**config.mk**
```make
export PLATFORM = sky130hd
export DESIGN_NAME = nvm_status_ctrl
export DESIGN_NICKNAME = d
export VERILOG_FILES = /design/src/rtl/nvm_status_pkg.sv /design/src/rtl/nvm_cyc_fsm.sv /design/src/rtl/nvm_blk_range.sv /design/src/rtl/nvm_status_ctrl.sv
export SDC_FILE = /design/constraint.sdc
export NUM_CORES = 1
export LEC_CHECK = 0
export ABC_AREA = 1
export BUFFER_PORTS_ARGS = -buffer_cell sky130_fd_sc_hd__buf_2
export CAP_MARGIN = 25
export CORE_MARGIN = 5
export CORE_UTILIZATION = 30
export CTS_CLUSTER_SIZE = 8
export DETAILED_ROUTE_END_ITERATION = 12
export PLACE_DENSITY = 0.6
export SYNTH_ARGS = -nofsm -noshare
export SYNTH_HDL_FRONTEND = slang
export SYNTH_SLANG_ARGS = --single-unit
```
**constraint.sdc**
```tcl
create_clock -name clk -period 3.3 [get_ports clk]
set_clock_uncertainty 0.1 [all_clocks]
set_input_delay 0.66 -clock clk [delete_from_list [all_inputs] [get_ports clk]]
set_output_delay 0.66 -clock clk [all_outputs]
set_load 0.05 [all_outputs]
```
**src/rtl/nvm_status_pkg.sv**
```systemverilog
package nvm_status_pkg;

    typedef enum logic [1:0] {
        CYC_IDLE   = 2'd0,
        CYC_ARRAY  = 2'd1,
        CYC_STATUS = 2'd2
    } cyc_state_t;

    localparam int SR_W    = 8;
    localparam int SR_LOCK = 7;
    localparam int SR_BPH  = 3;
    localparam int SR_BPL  = 2;
    localparam int SR_WEL  = 1;
    localparam int SR_BUSY = 0;
    localparam int BP_W    = SR_BPH - SR_BPL + 1;

    typedef struct packed {
        logic            lock;
        logic [BP_W-1:0] bp;
    } prot_cfg_t;

endpackage

```
**src/rtl/nvm_cyc_fsm.sv**
```systemverilog
module nvm_cyc_fsm
    import nvm_status_pkg::*;
(
    input  logic clk,
    input  logic rst_n,
    input  logic stat_go,
    input  logic arr_go,
    input  logic cyc_done,
    output logic busy,
    output logic stat_commit,
    output logic cyc_end
);

    cyc_state_t state_q, state_d;

    always_ff @(posedge clk or negedge rst_n) begin
        if (!rst_n) state_q <= CYC_IDLE;
        else        state_q <= state_d;
    end

    always_comb begin
        state_d = state_q;
        unique case (state_q)
            CYC_IDLE: begin
                if (stat_go)     state_d = CYC_STATUS;
                else if (arr_go) state_d = CYC_ARRAY;
            end
            CYC_ARRAY:  if (cyc_done) state_d = CYC_IDLE;
            CYC_STATUS: if (cyc_done) state_d = CYC_IDLE;
            default:    state_d = CYC_IDLE;
        endcase
    end

    always_comb begin
        busy        = 1'b0;
        stat_commit = 1'b0;
        cyc_end     = 1'b0;
        unique case (state_q)
            CYC_IDLE: ;
            CYC_ARRAY: begin
                busy    = 1'b1;
                cyc_end = cyc_done;
            end
            CYC_STATUS: begin
                busy        = 1'b1;
                cyc_end     = cyc_done;
                stat_commit = cyc_done;
            end
            default: busy = 1'b1;
        endcase
    end

    assert_status_priority_R11: assert property (@(posedge clk) disable iff (!rst_n)
        (state_q == CYC_IDLE && stat_go) |=> (state_q == CYC_STATUS));

    assert_idle_done_ignored_R12: assert property (@(posedge clk) disable iff (!rst_n)
        (state_q == CYC_IDLE && cyc_done && !stat_go && !arr_go) |=> (state_q == CYC_IDLE));

endmodule

```
**src/rtl/nvm_blk_range.sv**
```systemverilog
module nvm_blk_range
    import nvm_status_pkg::*;
#(
    parameter int ADDR_W = 15
) (
    input  logic [BP_W-1:0]   bp,
    input  logic [ADDR_W-1:0] addr,
    output logic              hit
);

    localparam int TOP = ADDR_W - 1;

    logic [1:0] a_top;
    logic       unused_low;

    assign a_top      = addr[TOP -: 2];
    assign unused_low = ^addr[ADDR_W-3:0];

    always_comb begin
        unique case (bp)
            2'b00:   hit = 1'b0;
            2'b01:   hit = (a_top == 2'b11);
            2'b10:   hit = a_top[1];
            default: hit = 1'b1;
        endcase
    end

endmodule

```
**src/rtl/nvm_status_ctrl.sv**
```systemverilog
module nvm_status_ctrl
    import nvm_status_pkg::*;
#(
    parameter int ADDR_W = 15
) (
    input  logic              clk,
    input  logic              rst_n,
    input  logic              wprot_n,
    input  logic              wen_set,
    input  logic              wen_clr,
    input  logic              sr_wr,
    input  logic [SR_W-1:0]   sr_din,
    input  logic              arr_start,
    input  logic [ADDR_W-1:0] arr_addr,
    input  logic              cyc_done,
    output logic [SR_W-1:0]   sr_dout,
    output logic              sr_accept,
    output logic              arr_allow
);

    prot_cfg_t cfg_q, pend_q;
    logic      wel_q;
    logic      busy, stat_commit, cyc_end;
    logic      hw_lock, blk_hit, arr_go;
    logic      unused_din;

    assign unused_din = ^{sr_din[6:4], sr_din[1:0]};
    assign hw_lock    = cfg_q.lock & ~wprot_n;
    assign sr_accept  = sr_wr & wel_q & ~busy & ~hw_lock;
    assign arr_allow  = wel_q & ~busy & ~blk_hit;
    assign arr_go     = arr_start & arr_allow;

    nvm_blk_range #(.ADDR_W(ADDR_W)) u_range (
        .bp   (cfg_q.bp),
        .addr (arr_addr),
        .hit  (blk_hit)
    );

    nvm_cyc_fsm u_fsm (
        .clk         (clk),
        .rst_n       (rst_n),
        .stat_go     (sr_accept),
        .arr_go      (arr_go),
        .cyc_done    (cyc_done),
        .busy        (busy),
        .stat_commit (stat_commit),
        .cyc_end     (cyc_end)
    );

    always_ff @(posedge clk or negedge rst_n) begin
        if (!rst_n)                 wel_q <= 1'b0;
        else if (wen_clr || cyc_end) wel_q <= 1'b0;
        else if (wen_set)           wel_q <= 1'b1;
    end

    always_ff @(posedge clk or negedge rst_n) begin
        if (!rst_n) begin
            pend_q <= '0;
        end else if (sr_accept) begin
            pend_q.lock <= sr_din[SR_LOCK];
            pend_q.bp   <= sr_din[SR_BPH:SR_BPL];
        end
    end

    always_ff @(posedge clk or negedge rst_n) begin
        if (!rst_n)           cfg_q <= '0;
        else if (stat_commit) cfg_q <= pend_q;
    end

    always_comb begin
        sr_dout                 = '0;
        sr_dout[SR_LOCK]        = cfg_q.lock;
        sr_dout[SR_BPH:SR_BPL]  = cfg_q.bp;
        sr_dout[SR_WEL]         = wel_q;
        sr_dout[SR_BUSY]        = busy;
    end

    assert_wel_clear_R3: assert property (@(posedge clk) disable iff (!rst_n)
        wen_clr |=> !sr_dout[SR_WEL]);

    assert_accept_needs_wel_R4: assert property (@(posedge clk) disable iff (!rst_n)
        sr_accept |-> (wel_q && !busy));

    assert_lock_rejects_R5: assert property (@(posedge clk) disable iff (!rst_n)
        (cfg_q.lock && !wprot_n) |-> !sr_accept);

    assert_prot_frozen_R6: assert property (@(posedge clk) disable iff (!rst_n)
        (busy && !cyc_done) |=> $stable(cfg_q));

    assert_end_clears_wel_R9: assert property (@(posedge clk) disable iff (!rst_n)
        (busy && cyc_done) |=> (!wel_q && !busy));

    assert_busy_blocks_R10: assert property (@(posedge clk) disable iff (!rst_n)
        busy |-> (!sr_accept && !arr_allow));

endmodule

```
# == Word level (Yosys, flattened, before mapping) ==
# Cells that the tools add are included.
# op_classes
eq_ne,7
bitwise_logic,10
n_reduce_logical,6
mux,10
# op_table
cell,n
$and A1 B1 Y1,7
$eq A2 B2 Y1 const B,3
$mux W2,3
$mux W1,5
$eq A2 B1 Y1 const B,2
$logic_not A2 Y1,2
$pmux W2 S2,1
$ne A3 B3 Y1 const B,1
$not A1 Y1,3
$pmux W1 S3,1
$ne A2 B1 Y1 const B,1
$reduce_and A2 Y1,1
$reduce_bool A2 Y1,1
$reduce_or A2 Y1,1
$logic_or A1 B1 Y1,1
# totals
output_inout_bits,10
inputBits,31
regBits,9
word_cells,39

# == Logic depth before layout (Yosys ltp) ==
# depth
ltp_word,8
mapped_depth,9
ltp_nobuf,9

# == Hierarchy ==
# A second synthesis with hierarchy kept.
# hier_totals
hier_cells,70
hier_area_um2,544.3
# by_module_without_submodules
mod,area_per_inst_um2,cells_each,seq_area_each_um2,n_inst
nvm_status_ctrl,354.1,43,175.2,1
nvm_cyc_fsm,176.4,24,50.0,1
nvm_blk_range,13.8,3,0.0,1

# == Worst setup path before layout ==
# OpenSTA, ideal clock, no wires.
# synth_path
kind,input to output
start,input arr_addr[13]
end,output arr_allow
arrival_time_ns,1.550
n_path_buf,0
path_slack_ns,0.990
stages,3
t_required_ns,2.540
cell_sequence,nand2_1 nand2_1 a21oi_1
# synth_via
elab_chain_len,4
# synth_rtl
item,line,source
start: declaration,nvm_status_ctrl.sv:14,"input logic [ADDR_W-1:0] arr_addr,"
$eq A2 B2 Y1,nvm_blk_range.sv:22,2'b01: hit = (a_top == 2'b11);
$pmux W1 S3,nvm_blk_range.sv:20,unique case (bp)
$not A1 Y1,nvm_status_ctrl.sv:30,assign arr_allow = wel_q & ~busy & ~blk_hit;
$and A1 B1 Y1,nvm_status_ctrl.sv:30,
end: declaration,nvm_status_ctrl.sv:18,output logic arr_allow
# Every way passes these cells.

# == Worst setup path after layout ==
# layout_path
start,register u_fsm.state_q[0]
end,output sr_accept
# layout_via
elab_chain_len,3
# layout_rtl
item,line,source
start: declaration,nvm_cyc_fsm.sv:14,"cyc_state_t state_q, state_d;"
start signal: assignment,nvm_cyc_fsm.sv:18,else state_q <= state_d;
$logic_not A2 Y1,nvm_cyc_fsm.sv:38,unique case (state_q)
$and A1 B1 Y1 (2 in a row),nvm_status_ctrl.sv:29,assign sr_accept = sr_wr & wel_q & ~busy & ~hw_lock;
end: declaration,nvm_status_ctrl.sv:17,"output logic sr_accept,"
# Every way passes these cells.

==> results.md <==
Logic synthesis:
- The average size of a mapped cell is 8.24 sq um.
- The flip-flop and latch count after synthesis is 9.
- The Yosys step of the flow raised 0 warnings.
- Synthesis instantiated 18 different standard cells from the library.
- The synthesized netlist occupies a cell area of between 500 and 600 sq um.
- The sequential cell area fraction in the yosys report is 42.1%.
- The number of standard cells after synthesis is 65.
- By area the synthesized netlist is led by sky130_fd_sc_hd__dfrtp_1 (42%), sky130_fd_sc_hd__nand2_1 (12%), sky130_fd_sc_hd__inv_1 (7.7%).
- The fraction of post-synthesis cell area in the top cell type by area is 42.1%.
- sky130_fd_sc_hd__dfrtp_1 takes more of the synthesized area than any other cell.

Hold path:
- The type of the most critical hold path is in2async.

Worst setup path:
- The startpoint identified for the worst register-to-register timing path is u_fsm.state_q[0]$_DFFE_PN0P_.
- The critical path goes through inv_1, ha_1, nand2_2, nor2_4, nand2_2, clkinv_2, buf_2.
- The worst setup path endpoint is sr_accept.
- For flop-to-flop paths, the worst setup slack is 1.91 ns.
- The arrival time of data at the critical path endpoint is 1.56 ns.
- Of all nets on the critical path, the largest fanout is 6.
- The critical path endpoint category is a primary output.
- The logic depth of the worst register-to-register path is 7.
- The category of the critical setup timing path is reg2out.
- The largest stage delay on the critical path is 0.36 ns.
- The kind of cell adding the most delay to the critical path is buffers and inverters.
- The type of origin of the critical path is a flop.
- The endpoint identified for the worst register-to-register timing path is u_fsm.state_q[1]$_DFFE_PN0P_.
- The worst-path cell with the longest stage delay is sky130_fd_sc_hd__dfrtp_1.
- The worst setup path startpoint is u_fsm.state_q[0]$_DFFE_PN0P_.
- The combined buffer and inverter count along the critical path is 3.
- The count of cell instances traversed by the critical path is 7.
- The critical path data required time is ~2.5 ns.
- The most numerous cell type found on the critical path is sky130_fd_sc_hd__nand2_2.

Job:
- The number of maximum-capacitance violations is 0.

Die:
- The horizontal extent of the die is 52.3 microns.
- The placement row count is 15.
- The die covers about 2700 sq um.
- During I/O placement, the number of pins put on the boundary was slightly above 40.
- The starting utilization of the core area is 31.4%.
- The standard cell core area is between 1500 and 2000 sq um.
- From bottom edge to top edge, the die measures 52.3 microns.

Clock tree:
- In this run the clock root is driven by a sky130_fd_sc_hd__clkbuf_4.
- The post-cts gate resize count is 0.
- The clock net sink count is 9.
- Buffers inserted to repair hold after CTS numbered 0.
- The number of buffers on the longest clock path is 2.
- The number of buffers inserted to repair setup after CTS is 0.
- After clock tree synthesis, the clock-pin slew on the worst setup and hold paths is around 0.060 ns.
- The number of buffers inserted during clock tree synthesis is 3.
- The CTS tree is built.
- The H-tree depth is 1.
- The source-to-sink clock delay at the later pin of the worst-skew pair is 0.27 ns.

Drt:
- The aggregate routed wire length is between 900 and 1000 microns.
- Using the TritonRoute via totals, the vias-per-cell ratio works out to 3.88.
- The DRC violation count after routing is 0.
- Detailed routing inserted a total of approximately 430 vias.
- For this run, the detailed router's first-pass iteration total came to 1.
- The count of routing violations after the opening detailed-route iteration is 0.
- The mean routed wirelength per cell is 9.05 microns.
- The remaining number of nets flagged by the antenna check after routing is 0.

Timing:
- The final number of max-transition violations came to 0.
- The time the worst path needs with I/O delays and setup is about 2.3 ns.
- Derived from the worst setup path, the maximum achievable clock frequency is 432 MHz.
- Of the available clock period, the critical path in the final layout requires 70.2%.
- The final hold violation count came to 0.
- Setup repair after global routing left no endpoint under its margin.
- Setup violations remaining at the end of the flow were counted as 0.
- The aggregate negative setup slack is 0 ns.

Cells and area:
- Once layout is complete, the cells apart from fillers number 110.
- Leaving out fill and tap cells, the most frequent cell in the layout is sky130_fd_sc_hd__buf_2.
- The number of diodes added for antenna fixing is 0.
- The layout net count is around 120.
- Of the cells placed in the final design, the portion with a size suffix greater than 1 is a little under 40%.
- Relative to the synthesized area, the layout overhead comes to 22.9%.
- The top cell types in the final layout, fill and taps aside, are sky130_fd_sc_hd__buf_2 (19), sky130_fd_sc_hd__nand2_1 (17), sky130_fd_sc_hd__inv_1 (11), sky130_fd_sc_hd__dfrtp_1 (9), sky130_fd_sc_hd__nand2_2 (4).

Place:
- In this run, placement finished with an instance count of 106.
- The routability congestion estimate from global placement is 0.718.
- The HPWL after detailed placement is between 800 and 900 microns.
- The number of buffers added on ports is 19.

GRT:
- The initial antenna violation count is 0.
- Summed over all layers, the global routing overflow is 0.
- The largest net degree at the start of global routing is 10.
- The number of global-route vias before repair is 399.
- The global-route wire length before repair is 1610 microns.
- In the global route stage, overall resource usage came out at 8.49%.

Power:
- In this run the static leakage power is approximately 0.39 nW.
- The power per standard cell area is about 870 nW/um^2.
- The maximum VDD drop is 0.353 mV.

Outcome:
- The flow ran to the end, and the final reports show no timing, DRC or antenna violations.
==> synth_stat cells (all sizes together) <==
master  number
a21oi        3
buf          5
nand2       21
nand3b       1
conb         1
nor2         3
a211oi       1
clkinv       1
dfrtp        9
inv         12
nand3        2
o21ai        4
ha           2
==> logic make-up after synthesis <==
logic type                 after synthesis  share of synthesized area (%)
and+or+nand+nor                         27                           27.6
adders and majority gates                2                           4.67
AOI/OAI and AO/OA                        8                           8.65
DFF                                      9                           42.1
other                                    1                          0.700
buffers and inverters                   18                           16.4
==> power by group <==
group          leakage, nW  total [mW]  switching [mW]  internal, mW
Combinational        0.259       0.306           0.225        0.0813
Sequential           0.113       0.179          0.0245         0.154
Clock               0.0150      0.0868          0.0401        0.0467
==> worst min-delay path by stage <==
stage / from / endpoint / slack [ns]
after floorplan: rst_n / pend_q[0]$_DFFE_PN0P_ / 0.26
after global placement: pend_q[1]$_DFFE_PN0P_ / pend_q[1]$_DFFE_PN0P_ / 0.37
after detailed placement: pend_q[1]$_DFFE_PN0P_ / pend_q[1]$_DFFE_PN0P_ / 0.37
after CTS: rst_n / wel_q$_DFFE_PN0P_ / 0.13
after global routing: rst_n / wel_q$_DFFE_PN0P_ / 0.15
final: rst_n / sr_dout[7]$_DFFE_PN0P_ / 0.13
==> sequential cells by signal (all words and copies together) (netlist names) <==
signal,cells
wel_q,1
u_fsm.state_q,2
pend_q,3
sr_dout,3
==> metrics by stage <==
step | util, % | power, mW | cell area (sq um) | hold slack (ns) | setup slack (ns)
6_report | 38.5 | 0.572 | 658 | 0.131 | 0.983
5_1_grt | 38.5 | 0.617 | 658 | 0.145 | 0.883
4_1_cts | 38.5 | 0.580 | 658 | 0.134 | 0.967
3_5_place_dp | 37.0 | 0.491 | 632 | 0.374 | 1.22
3_3_place_gp | 37.0 | 0.488 | 632 | 0.372 | 1.23
2_1_floorplan | - | 0.440 | 543 | 0.264 | 0.990
==> layout make-up <==
| type | count | area (sq um) |
|---|---|---|
| inverter | 13 | 50.0 |
| tap | 25 | 31.3 |
| timing repair buffer | 19 | 95.1 |
| fill | 188 | 1050 |
| clock buffer | 4 | 26.3 |
| sequential | 9 | 225 |
| multi-input combinational | 40 | 230 |
==> layer usage <==
layer / vias up / wire (microns) / global-route usage (%)
li1: 225 / - / -
met1: 181 / 456 / 10.1
met2: 16 / 430 / 12.6
met3: 5 / 69 / 1.99
met4: 0 / 39 / 7.66
met5: - / 0 / 0
Power figures use the tool's default switching activity.
